### config.mk
export PLATFORM = sky130hd
export DESIGN_NAME = cap_rld_timer
export DESIGN_NICKNAME = d
export VERILOG_FILES = /design/src/rtl/crt_pkg.sv /design/src/rtl/crt_edge_sync.sv /design/src/rtl/crt_regs.sv /design/src/rtl/crt_counter.sv /design/src/rtl/cap_rld_timer.sv
export SDC_FILE = /design/constraint.sdc
export NUM_CORES = 1
export LEC_CHECK = 0
export CAP_MARGIN = 20
export CORE_ASPECT_RATIO = 2
export CORE_MARGIN = 10
export CORE_UTILIZATION = 64
export CTS_BUF_LIST = sky130_fd_sc_hd__clkbuf_16
export DETAILED_ROUTE_END_ITERATION = 12
export DONT_BUFFER_PORTS = 1
export PLACE_DENSITY = 0.8
export RECOVER_POWER = 100
export SLEW_MARGIN = 20
export SYNTH_ARGS = -nofsm -noshare
export SYNTH_HDL_FRONTEND = slang
export SYNTH_SLANG_ARGS = --single-unit
### constraint.sdc
create_clock -name clk -period 2.05 [get_ports clk]
set_input_delay 0.205 -clock clk [delete_from_list [all_inputs] [get_ports clk]]
set_output_delay 0.205 -clock clk [all_outputs]
set_load 0.005 [all_outputs]
### src/rtl/crt_pkg.sv
package crt_pkg;

    localparam int BYTE_W = 8;

    // Control byte; field order fixes the bit positions software decodes.
    typedef struct packed {
        logic ovf;       // bit 7
        logic ext;       // bit 6
        logic rx_sel;    // bit 5
        logic tx_sel;    // bit 4
        logic trig_en;   // bit 3
        logic run;       // bit 2
        logic cnt_ext;   // bit 1
        logic cap_mode;  // bit 0
    } ctrl_t;

endpackage

### src/rtl/crt_edge_sync.sv
module crt_edge_sync #(
    parameter int STAGES = 2
) (
    input  logic clk,
    input  logic rst_n,
    input  logic din,
    output logic fall
);

    typedef struct packed {
        logic [STAGES-1:0] sh;
        logic              prev;
    } sync_t;

    sync_t st_d, st_q;

    always_comb begin
        st_d      = st_q;
        st_d.sh   = {st_q.sh[STAGES-2:0], din};
        st_d.prev = st_q.sh[STAGES-1];
    end

    always_ff @(posedge clk or negedge rst_n) begin
        if (!rst_n) begin
            st_q <= '1;
        end else begin
            st_q <= st_d;
        end
    end

    assign fall = st_q.prev & ~st_q.sh[STAGES-1];

    // one event per edge
    assert_one_event_per_edge_R4: assert property (@(posedge clk) disable iff (!rst_n)
        fall |=> !fall);

endmodule

### src/rtl/crt_regs.sv
module crt_regs
    import crt_pkg::*;
(
    input  logic  clk,
    input  logic  rst_n,
    input  logic  ctrl_wr,
    input  logic  [BYTE_W-1:0] wdata,
    input  logic  hw_ovf_set,
    input  logic  hw_ext_set,
    output ctrl_t ctrl_q
);

    ctrl_t ctrl_d;

    always_comb begin
        ctrl_d = ctrl_q;
        if (ctrl_wr) begin
            ctrl_d = ctrl_t'(wdata);
        end
        // hardware sets win against a same-cycle software zero
        ctrl_d.ovf = ctrl_d.ovf | hw_ovf_set;
        ctrl_d.ext = ctrl_d.ext | hw_ext_set;
    end

    always_ff @(posedge clk or negedge rst_n) begin
        if (!rst_n) begin
            ctrl_q <= '0;
        end else begin
            ctrl_q <= ctrl_d;
        end
    end

    assert_ovf_sticky_R5: assert property (@(posedge clk) disable iff (!rst_n)
        (ctrl_q.ovf && !ctrl_wr) |=> ctrl_q.ovf);

    assert_hw_set_kept_R12: assert property (@(posedge clk) disable iff (!rst_n)
        (hw_ovf_set || hw_ext_set) |=> (ctrl_q.ovf || !$past(hw_ovf_set)) && (ctrl_q.ext || !$past(hw_ext_set)));

endmodule

### src/rtl/crt_counter.sv
module crt_counter
    import crt_pkg::*;
#(
    parameter int CNT_W = 16,
    localparam int BYTES = CNT_W / BYTE_W
) (
    input  logic             clk,
    input  logic             rst_n,
    input  ctrl_t            ctrl,
    input  logic [CNT_W-1:0] reload,
    input  logic [BYTES-1:0] cnt_wr_mask,
    input  logic [BYTE_W-1:0] wdata,
    input  logic             cnt_fall,
    input  logic             trig_fall,
    output logic [CNT_W-1:0] count_q,
    output logic [CNT_W-1:0] cap_q,
    output logic             ovf_set,
    output logic             ext_set,
    output logic             baud_tick_q
);

    typedef struct packed {
        logic [CNT_W-1:0] cnt;
        logic [CNT_W-1:0] cap;
        logic             btick;
    } cnt_state_t;

    cnt_state_t st_d, st_q;

    logic baud_mode;
    logic tick;
    logic wrap;
    logic trig_hit;
    logic wrap_reload;

    always_comb begin
        baud_mode   = ctrl.rx_sel | ctrl.tx_sel;
        tick        = ctrl.run & (ctrl.cnt_ext ? cnt_fall : 1'b1);
        wrap        = tick & (&st_q.cnt);
        trig_hit    = ctrl.trig_en & trig_fall;
        wrap_reload = baud_mode | ~ctrl.cap_mode;

        st_d       = st_q;
        st_d.btick = wrap & baud_mode;

        if (tick) begin
            if (wrap) begin
                st_d.cnt = wrap_reload ? reload : '0;
            end else begin
                st_d.cnt = st_q.cnt + 1'b1;
            end
        end

        if (trig_hit && !baud_mode) begin
            if (ctrl.cap_mode) begin
                st_d.cap = st_q.cnt;
            end else begin
                st_d.cnt = reload;
            end
        end

        for (int k = 0; k < BYTES; k++) begin
            if (cnt_wr_mask[k]) begin
                st_d.cnt[k*BYTE_W +: BYTE_W] = wdata;
            end
        end
    end

    always_ff @(posedge clk or negedge rst_n) begin
        if (!rst_n) begin
            st_q <= '0;
        end else begin
            st_q <= st_d;
        end
    end

    assign count_q     = st_q.cnt;
    assign cap_q       = st_q.cap;
    assign baud_tick_q = st_q.btick;
    assign ovf_set     = wrap & ~baud_mode;
    assign ext_set     = trig_hit;

    assert_stopped_holds_R3: assert property (@(posedge clk) disable iff (!rst_n)
        (!ctrl.run && !(ctrl.trig_en && trig_fall) && cnt_wr_mask == '0) |=> $stable(count_q));

    assert_capture_only_on_trigger_R9: assert property (@(posedge clk) disable iff (!rst_n)
        !(ctrl.trig_en && trig_fall) |=> $stable(cap_q));

    assert_baud_tick_in_baud_R10: assert property (@(posedge clk) disable iff (!rst_n)
        baud_tick_q |-> $past(ctrl.rx_sel || ctrl.tx_sel));

    assert_wrap_reload_R6: assert property (@(posedge clk) disable iff (!rst_n)
        (wrap && wrap_reload && cnt_wr_mask == '0) |=> count_q == $past(reload));

endmodule

### src/rtl/cap_rld_timer.sv
module cap_rld_timer
    import crt_pkg::*;
#(
    parameter int CNT_W       = 16,
    parameter int SYNC_STAGES = 2,
    parameter int ADDR_W      = 3
) (
    input  logic              clk,
    input  logic              rst_n,
    input  logic [ADDR_W-1:0] bus_addr,
    input  logic              bus_wr,
    input  logic [7:0]        bus_wdata,
    output logic [7:0]        bus_rdata,
    input  logic              cnt_in,
    input  logic              trig_in,
    input  logic              irq_en,
    output logic              irq,
    output logic              ovf_flag,
    output logic              ext_flag,
    output logic              baud_tick,
    output logic              rx_clk_sel,
    output logic              tx_clk_sel
);

    localparam int BYTES    = CNT_W / BYTE_W;
    localparam int RLD_BASE = 1;
    localparam int CAP_BASE = RLD_BASE + BYTES;
    localparam int CNT_BASE = CAP_BASE + BYTES;

    ctrl_t            ctrl_q;
    logic [CNT_W-1:0] reload_d, reload_q;
    logic [CNT_W-1:0] count_q;
    logic [CNT_W-1:0] cap_q;
    logic [BYTES-1:0] cnt_wr_mask;
    logic             ctrl_wr;
    logic             cnt_fall;
    logic             trig_fall;
    logic             ovf_set;
    logic             ext_set;
    logic             btick;

    crt_edge_sync #(.STAGES(SYNC_STAGES)) i_cnt_sync (
        .clk  (clk),
        .rst_n(rst_n),
        .din  (cnt_in),
        .fall (cnt_fall)
    );

    crt_edge_sync #(.STAGES(SYNC_STAGES)) i_trig_sync (
        .clk  (clk),
        .rst_n(rst_n),
        .din  (trig_in),
        .fall (trig_fall)
    );

    crt_regs i_regs (
        .clk       (clk),
        .rst_n     (rst_n),
        .ctrl_wr   (ctrl_wr),
        .wdata     (bus_wdata),
        .hw_ovf_set(ovf_set),
        .hw_ext_set(ext_set),
        .ctrl_q    (ctrl_q)
    );

    crt_counter #(.CNT_W(CNT_W)) i_counter (
        .clk        (clk),
        .rst_n      (rst_n),
        .ctrl       (ctrl_q),
        .reload     (reload_q),
        .cnt_wr_mask(cnt_wr_mask),
        .wdata      (bus_wdata),
        .cnt_fall   (cnt_fall),
        .trig_fall  (trig_fall),
        .count_q    (count_q),
        .cap_q      (cap_q),
        .ovf_set    (ovf_set),
        .ext_set    (ext_set),
        .baud_tick_q(btick)
    );

    // write decode and reload register
    always_comb begin
        ctrl_wr  = bus_wr && (int'(bus_addr) == 0);
        reload_d = reload_q;
        for (int k = 0; k < BYTES; k++) begin
            cnt_wr_mask[k] = bus_wr && (int'(bus_addr) == CNT_BASE + k);
            if (bus_wr && (int'(bus_addr) == RLD_BASE + k)) begin
                reload_d[k*BYTE_W +: BYTE_W] = bus_wdata;
            end
        end
    end

    always_ff @(posedge clk or negedge rst_n) begin
        if (!rst_n) begin
            reload_q <= '0;
        end else begin
            reload_q <= reload_d;
        end
    end

    // read mux
    always_comb begin
        bus_rdata = '0;
        if (int'(bus_addr) == 0) begin
            bus_rdata = ctrl_q;
        end
        for (int k = 0; k < BYTES; k++) begin
            if (int'(bus_addr) == RLD_BASE + k) bus_rdata = reload_q[k*BYTE_W +: BYTE_W];
            if (int'(bus_addr) == CAP_BASE + k) bus_rdata = cap_q[k*BYTE_W +: BYTE_W];
            if (int'(bus_addr) == CNT_BASE + k) bus_rdata = count_q[k*BYTE_W +: BYTE_W];
        end
    end

    assign ovf_flag   = ctrl_q.ovf;
    assign ext_flag   = ctrl_q.ext;
    assign rx_clk_sel = ctrl_q.rx_sel;
    assign tx_clk_sel = ctrl_q.tx_sel;
    assign baud_tick  = btick;
    assign irq        = irq_en & (ctrl_q.ovf | ctrl_q.ext);

    assert_irq_follows_flags_R11: assert property (@(posedge clk) disable iff (!rst_n)
        (irq_en && (ovf_flag || ext_flag)) |-> irq);

    assert_irq_gated_R11: assert property (@(posedge clk) disable iff (!rst_n)
        !irq_en |-> !irq);

    assert_no_ovf_in_baud_R10: assert property (@(posedge clk) disable iff (!rst_n)
        $rose(ovf_flag) |-> ($past(ctrl_wr && bus_wdata[7]) || !$past(rx_clk_sel || tx_clk_sel)));

endmodule

-- Word level (Yosys, flattened, before mapping)
Cells that the tools add are included.
- bits in registers: 63
- latch bits: 0
- memory bits (writable): 0
- ROM bits: 0
- bits of input ports: 17
- output and inout port bits: 14
- logic and storage cells: 68
- memories: 0
- add/sub/neg operators: 1
- multipliers: 0
- div/mod/pow operators: 0
- order comparisons: 0
- equality and inequality tests: 6
- shift-type cells: 0
- multiplexer cells: 17
- bitwise logic cells: 17
- reduce and logical (&&, ||, !) cells: 10
- operators by type and width (operator ; number):
    16-bit two-way mux ; 5
    8-bit two-way mux ; 10
    32-bit two-way mux ; 1
    16-bit by 1-bit adder with 16-bit output (second input constant) ; 1
    16-bit AND reduction ; 1
    3-bit equality test (second input constant) ; 4
    1-bit bitwise AND ; 8
    3-bit by 2-bit equality test with 1-bit output (second input constant) ; 2
    1-bit logical AND ; 6
    1-bit OR ; 5
    1-bit NOT ; 4
    3-bit logical NOT ; 1
    2-bit AND reduction ; 1
    1-bit logical NOT ; 1
    1-bit two-way mux ; 1

-- Depth between registers and ports, before layout
- depth in word-level cells: 10
- depth in mapped cells: 7
- gate-level depth less buffers: 6

-- By module
Synthesis repeated with hierarchy kept, for this count alone.
- cell total of the unflattened synthesis: 362
- area total of the unflattened synthesis: 3731.1 sq um
- modules (own cells, without submodules) (module ; instances ; cells each ; area an instance (sq um) ; sequential area each (sq um)):
    crt_counter ; 1 ; 196 ; 1958.1 ; 825.8
    cap_rld_timer ; 1 ; 139 ; 1251.2 ; 400.4
    crt_regs ; 1 ; 19 ; 336.6 ; 200.2
    crt_edge_sync ; 2 ; 4 ; 92.6 ; 78.8

-- Least setup slack after synthesis
No wires, ideal clock.
- path kind: register -> register
- start point: register i_counter.st_q, in the netlist i_counter.count_q[0]
- end point: register i_counter.st_q, in the netlist i_counter.count_q[6]
- library setup time: 0.073 ns
- arrival time: 1.839 ns
- data required time: 1.977 ns
- setup slack: 0.137 ns
- cell stages (with the launch flop): 8
- path buffers: 1
- clock period less this slack: 1.913 ns
- cells stage by stage: dfrtp_1 > ha_1 > nand4_4 > nor4_2 > buf_6 > nand3_2 > a311o_1 > a21oi_2
- RTL lines (what ; line ; RTL):
    start, declared ; crt_counter.sv:28 ; cnt_state_t st_d, st_q;
    start signal, assigned ; crt_counter.sv:73 ; st_q <= st_d;

==> results.cfg <==
[global_routing]
antenna_found_initial = 0
grt_pass1_vias = 3169
grt_max_degree = 64
grt_overflow_total = 0
grt_use_total = 0.250
grt_pass1_wl_um = 17500

[sta]
worst_pin_slew_ns = 1.55
setup_viol_count_final = 0
finalWorstSetupSlack_ns = 0.0700
tns_ns = 0
max_freq_ghz = 0.505
hold_viol = 0
fin_crit_ns = 1.98
worst_clock_skew_ns = 0.00479
relSlewSlack = -0.0303
period_share = 0.966
slew_violations = 64

[cts]
clk_pin_slew_worst_paths_ns = 0.05
postCtsSetupRepairBufs = 0
clock-sinks = 63
htreeDepth = 3
cts_tree = yes
clock_latency_ns = 0.33
root_buffer = clkbuf_16
numCtsBuffers = 9
max-clock-path-buffers = 2

[setup_path]
crit_path_cell_trace = nand4_4, or4_4, nor3_4, o21ai_0, a31oi_1
crit_path_end_kind = register
cpPeakStageDelay_ns = 0.63
startpoint = i_counter.count_q[5]
crit_arrival_ns = 2.22
r2r-start = i_counter.count_q[5]
start_kind = register
crit_family = simple AND/OR/NAND/NOR gates
crit_path_top_delay_cell = or4_4
critPathMaxFanout = 7
path_class = register to register
worstPathRequired_ns = 2.29
critPathBufInv = 0

[logic_synthesis]
yosys_warnings = 0
yosysTopAreaCell = dfrtp_1
synth_ff_type = dfrtp_1
synth_top_area_frac = 0.398
syn_area_mm2 = 0.00358
synthTopCellsByArea = dfrtp_1, mux2_2, dfstp_2, a21oi_1, o21ai_0
synthTopCellsByCount = dfrtp_1, mux2_2, nor2_1, a21oi_1
ys_ff_latch = 63
synth-async-reset-ratio = 1.00
synth_area_per_cell_um2 = 10.2
synth.distinct_cells = 62
synth_most_common_cell = dfrtp_1
synth_edf_count = 0
seq_area_frac_synth = 0.442
synth_nets = 368
postSynthCellCount = 350

[routing]
routedWlPerCell_um = 25.5
routed_wl_um = 11300
num_vias = 3168
drt_iter0_drc = 308
via_per_inst = 7.14
dr.pass1.iters = 5
ant_nets = 0
drcViolationCount = 0

[floorplanning]
io-pin-count = 31
core_mm2 = 0.00542
die_h_um = 126
start_util = 0.661
die_area_mm2 = 0.00918
dieWidth_um = 72.9
core.rowCount = 38

[final_layout]
antenna_cells_inserted = 0
drive_gt1_frac = 0.276
fin_nets = 397
nFillCells = 369
area_delta_synth_final_pct = 15.1

[placed_design]
dp_slack_ns = 0.0519
port_buffers = 0
dp_hpwl_um = 7850
place_congestion = 0.976

[pwr]
power.leakage_nw = 1.74
ir_drop_mv = 1.09
power_density_mw_per_mm2 = 1100
power_mw = 4.54

[run_status]
status = finished, violations left
violations = max-capacitance violations, max-slew violations

[min_path]
worstHoldStart = bus_wdata[0]
worstHoldPathType = primary input to register

[run]
max-cap-violations = 1
[stage by stage]
step | util | instances | hold slack (ns) | instance area, um2
finish | 0.761 | 444 | 0.00674 | 4130
global route | 0.761 | 444 | 0.00487 | 4130
CTS | 0.764 | 444 | 0.00210 | 4140
detailed placement | 0.702 | 422 | -0.0883 | 3810
floorplan | - | 350 | -0.0906 | 3580
global placement | 0.702 | 422 | -0.0884 | 3810
[worst paths after layout]
path | cells past startpoint | slack, ns | end
max | 5 | 0.07 | i_counter.count_q[12]
min | 2 | 0.007 | i_counter.count_q[8]
max reg2reg | 5 | 0.07 | i_counter.count_q[12]
min reg2reg | 0 | 0.36 | i_cnt_sync.st_d[0]
max in group asynchronous | 2 | 0.31 | reload_q[14]
min in group asynchronous | 2 | 0.82 | i_counter.cap_q[1]
[final cells by class]
class                           count  area (um2)  share of cell area
Multi-Input combinational cell    261        1920               0.466
Sequential cell                    63        1580               0.384
Clock buffer                        9         225              0.0546
Clock inverter                      7        27.5             0.00667
Timing Repair Buffer               39         273              0.0661
Tap cell                           60        75.1              0.0182
Inverter                            5        18.8             0.00455
[where the power goes]
group          switching, mW  internal, mW
Clock                  0.495         0.785
Combinational          0.680         0.627
Sequential             0.371          1.58
[layout by cell type, fill, tap and decap left out, drive strengths merged, types with 2 or more instances in the layout]
cell type and instances:
dfrtp 57, mux2 39, nor2 31, a21oi 28, nand2 25, o21ai 25, buf 23, clkbuf 20
nand3 12, inv 10, mux2i 8, nor3 8, and3 7, a31oi 6, dfstp 6, nand4 6
a211oi 5, mux4 5, dlygate4sd3 5, nor4 5, or3 4, o31ai 4, xnor2 3, and2 3
o211ai 3, o22ai 3, and4 2, nor2b 2, or2 2, or4 2, a221oi 2, o21a 2
a22oi 2, clkinv 2, a2111oi 2
[cells by family after synthesis]
family / Yosys count / share of synthesized area
mux: 52 / 0.176
fa+ha+maj: 1 / 0.00349
buf+inv: 26 / 0.0352
flops: 63 / 0.442
simple gates: 112 / 0.174
xor+xnor: 3 / 0.00733
compound gates: 93 / 0.162
[registers in the layout, indices dropped and copies added (netlist names)]
name	cells
reload_q	16
i_counter.cap_q	16
i_counter.baud_tick_q	1
i_trig_sync.st_d	2
i_cnt_sync.st_d	2
i_regs.ctrl_q	8
i_counter.count_q	16
i_trig_sync.st_q	1
i_cnt_sync.st_q	1
[layer usage]
layer  share of wire  global-route usage  routed length, um  vias to the layer above
met5               0                   0                  0                        -
met4           0.070               0.174                794                        0
met3           0.081              0.0629                923                       60
met2            0.49               0.391               5610                      191
met1            0.35               0.285               4010                     1540
li1                -                   -                  -                     1377
[what timing repair did]
item,in CTS,in global routing
hold buffers,6,0
endpoints found under the setup margin,1,6
endpoints found under the hold margin,67,0
pin swaps,0,2
gates resized for setup,1,9
(Power assumes the default switching activity.)
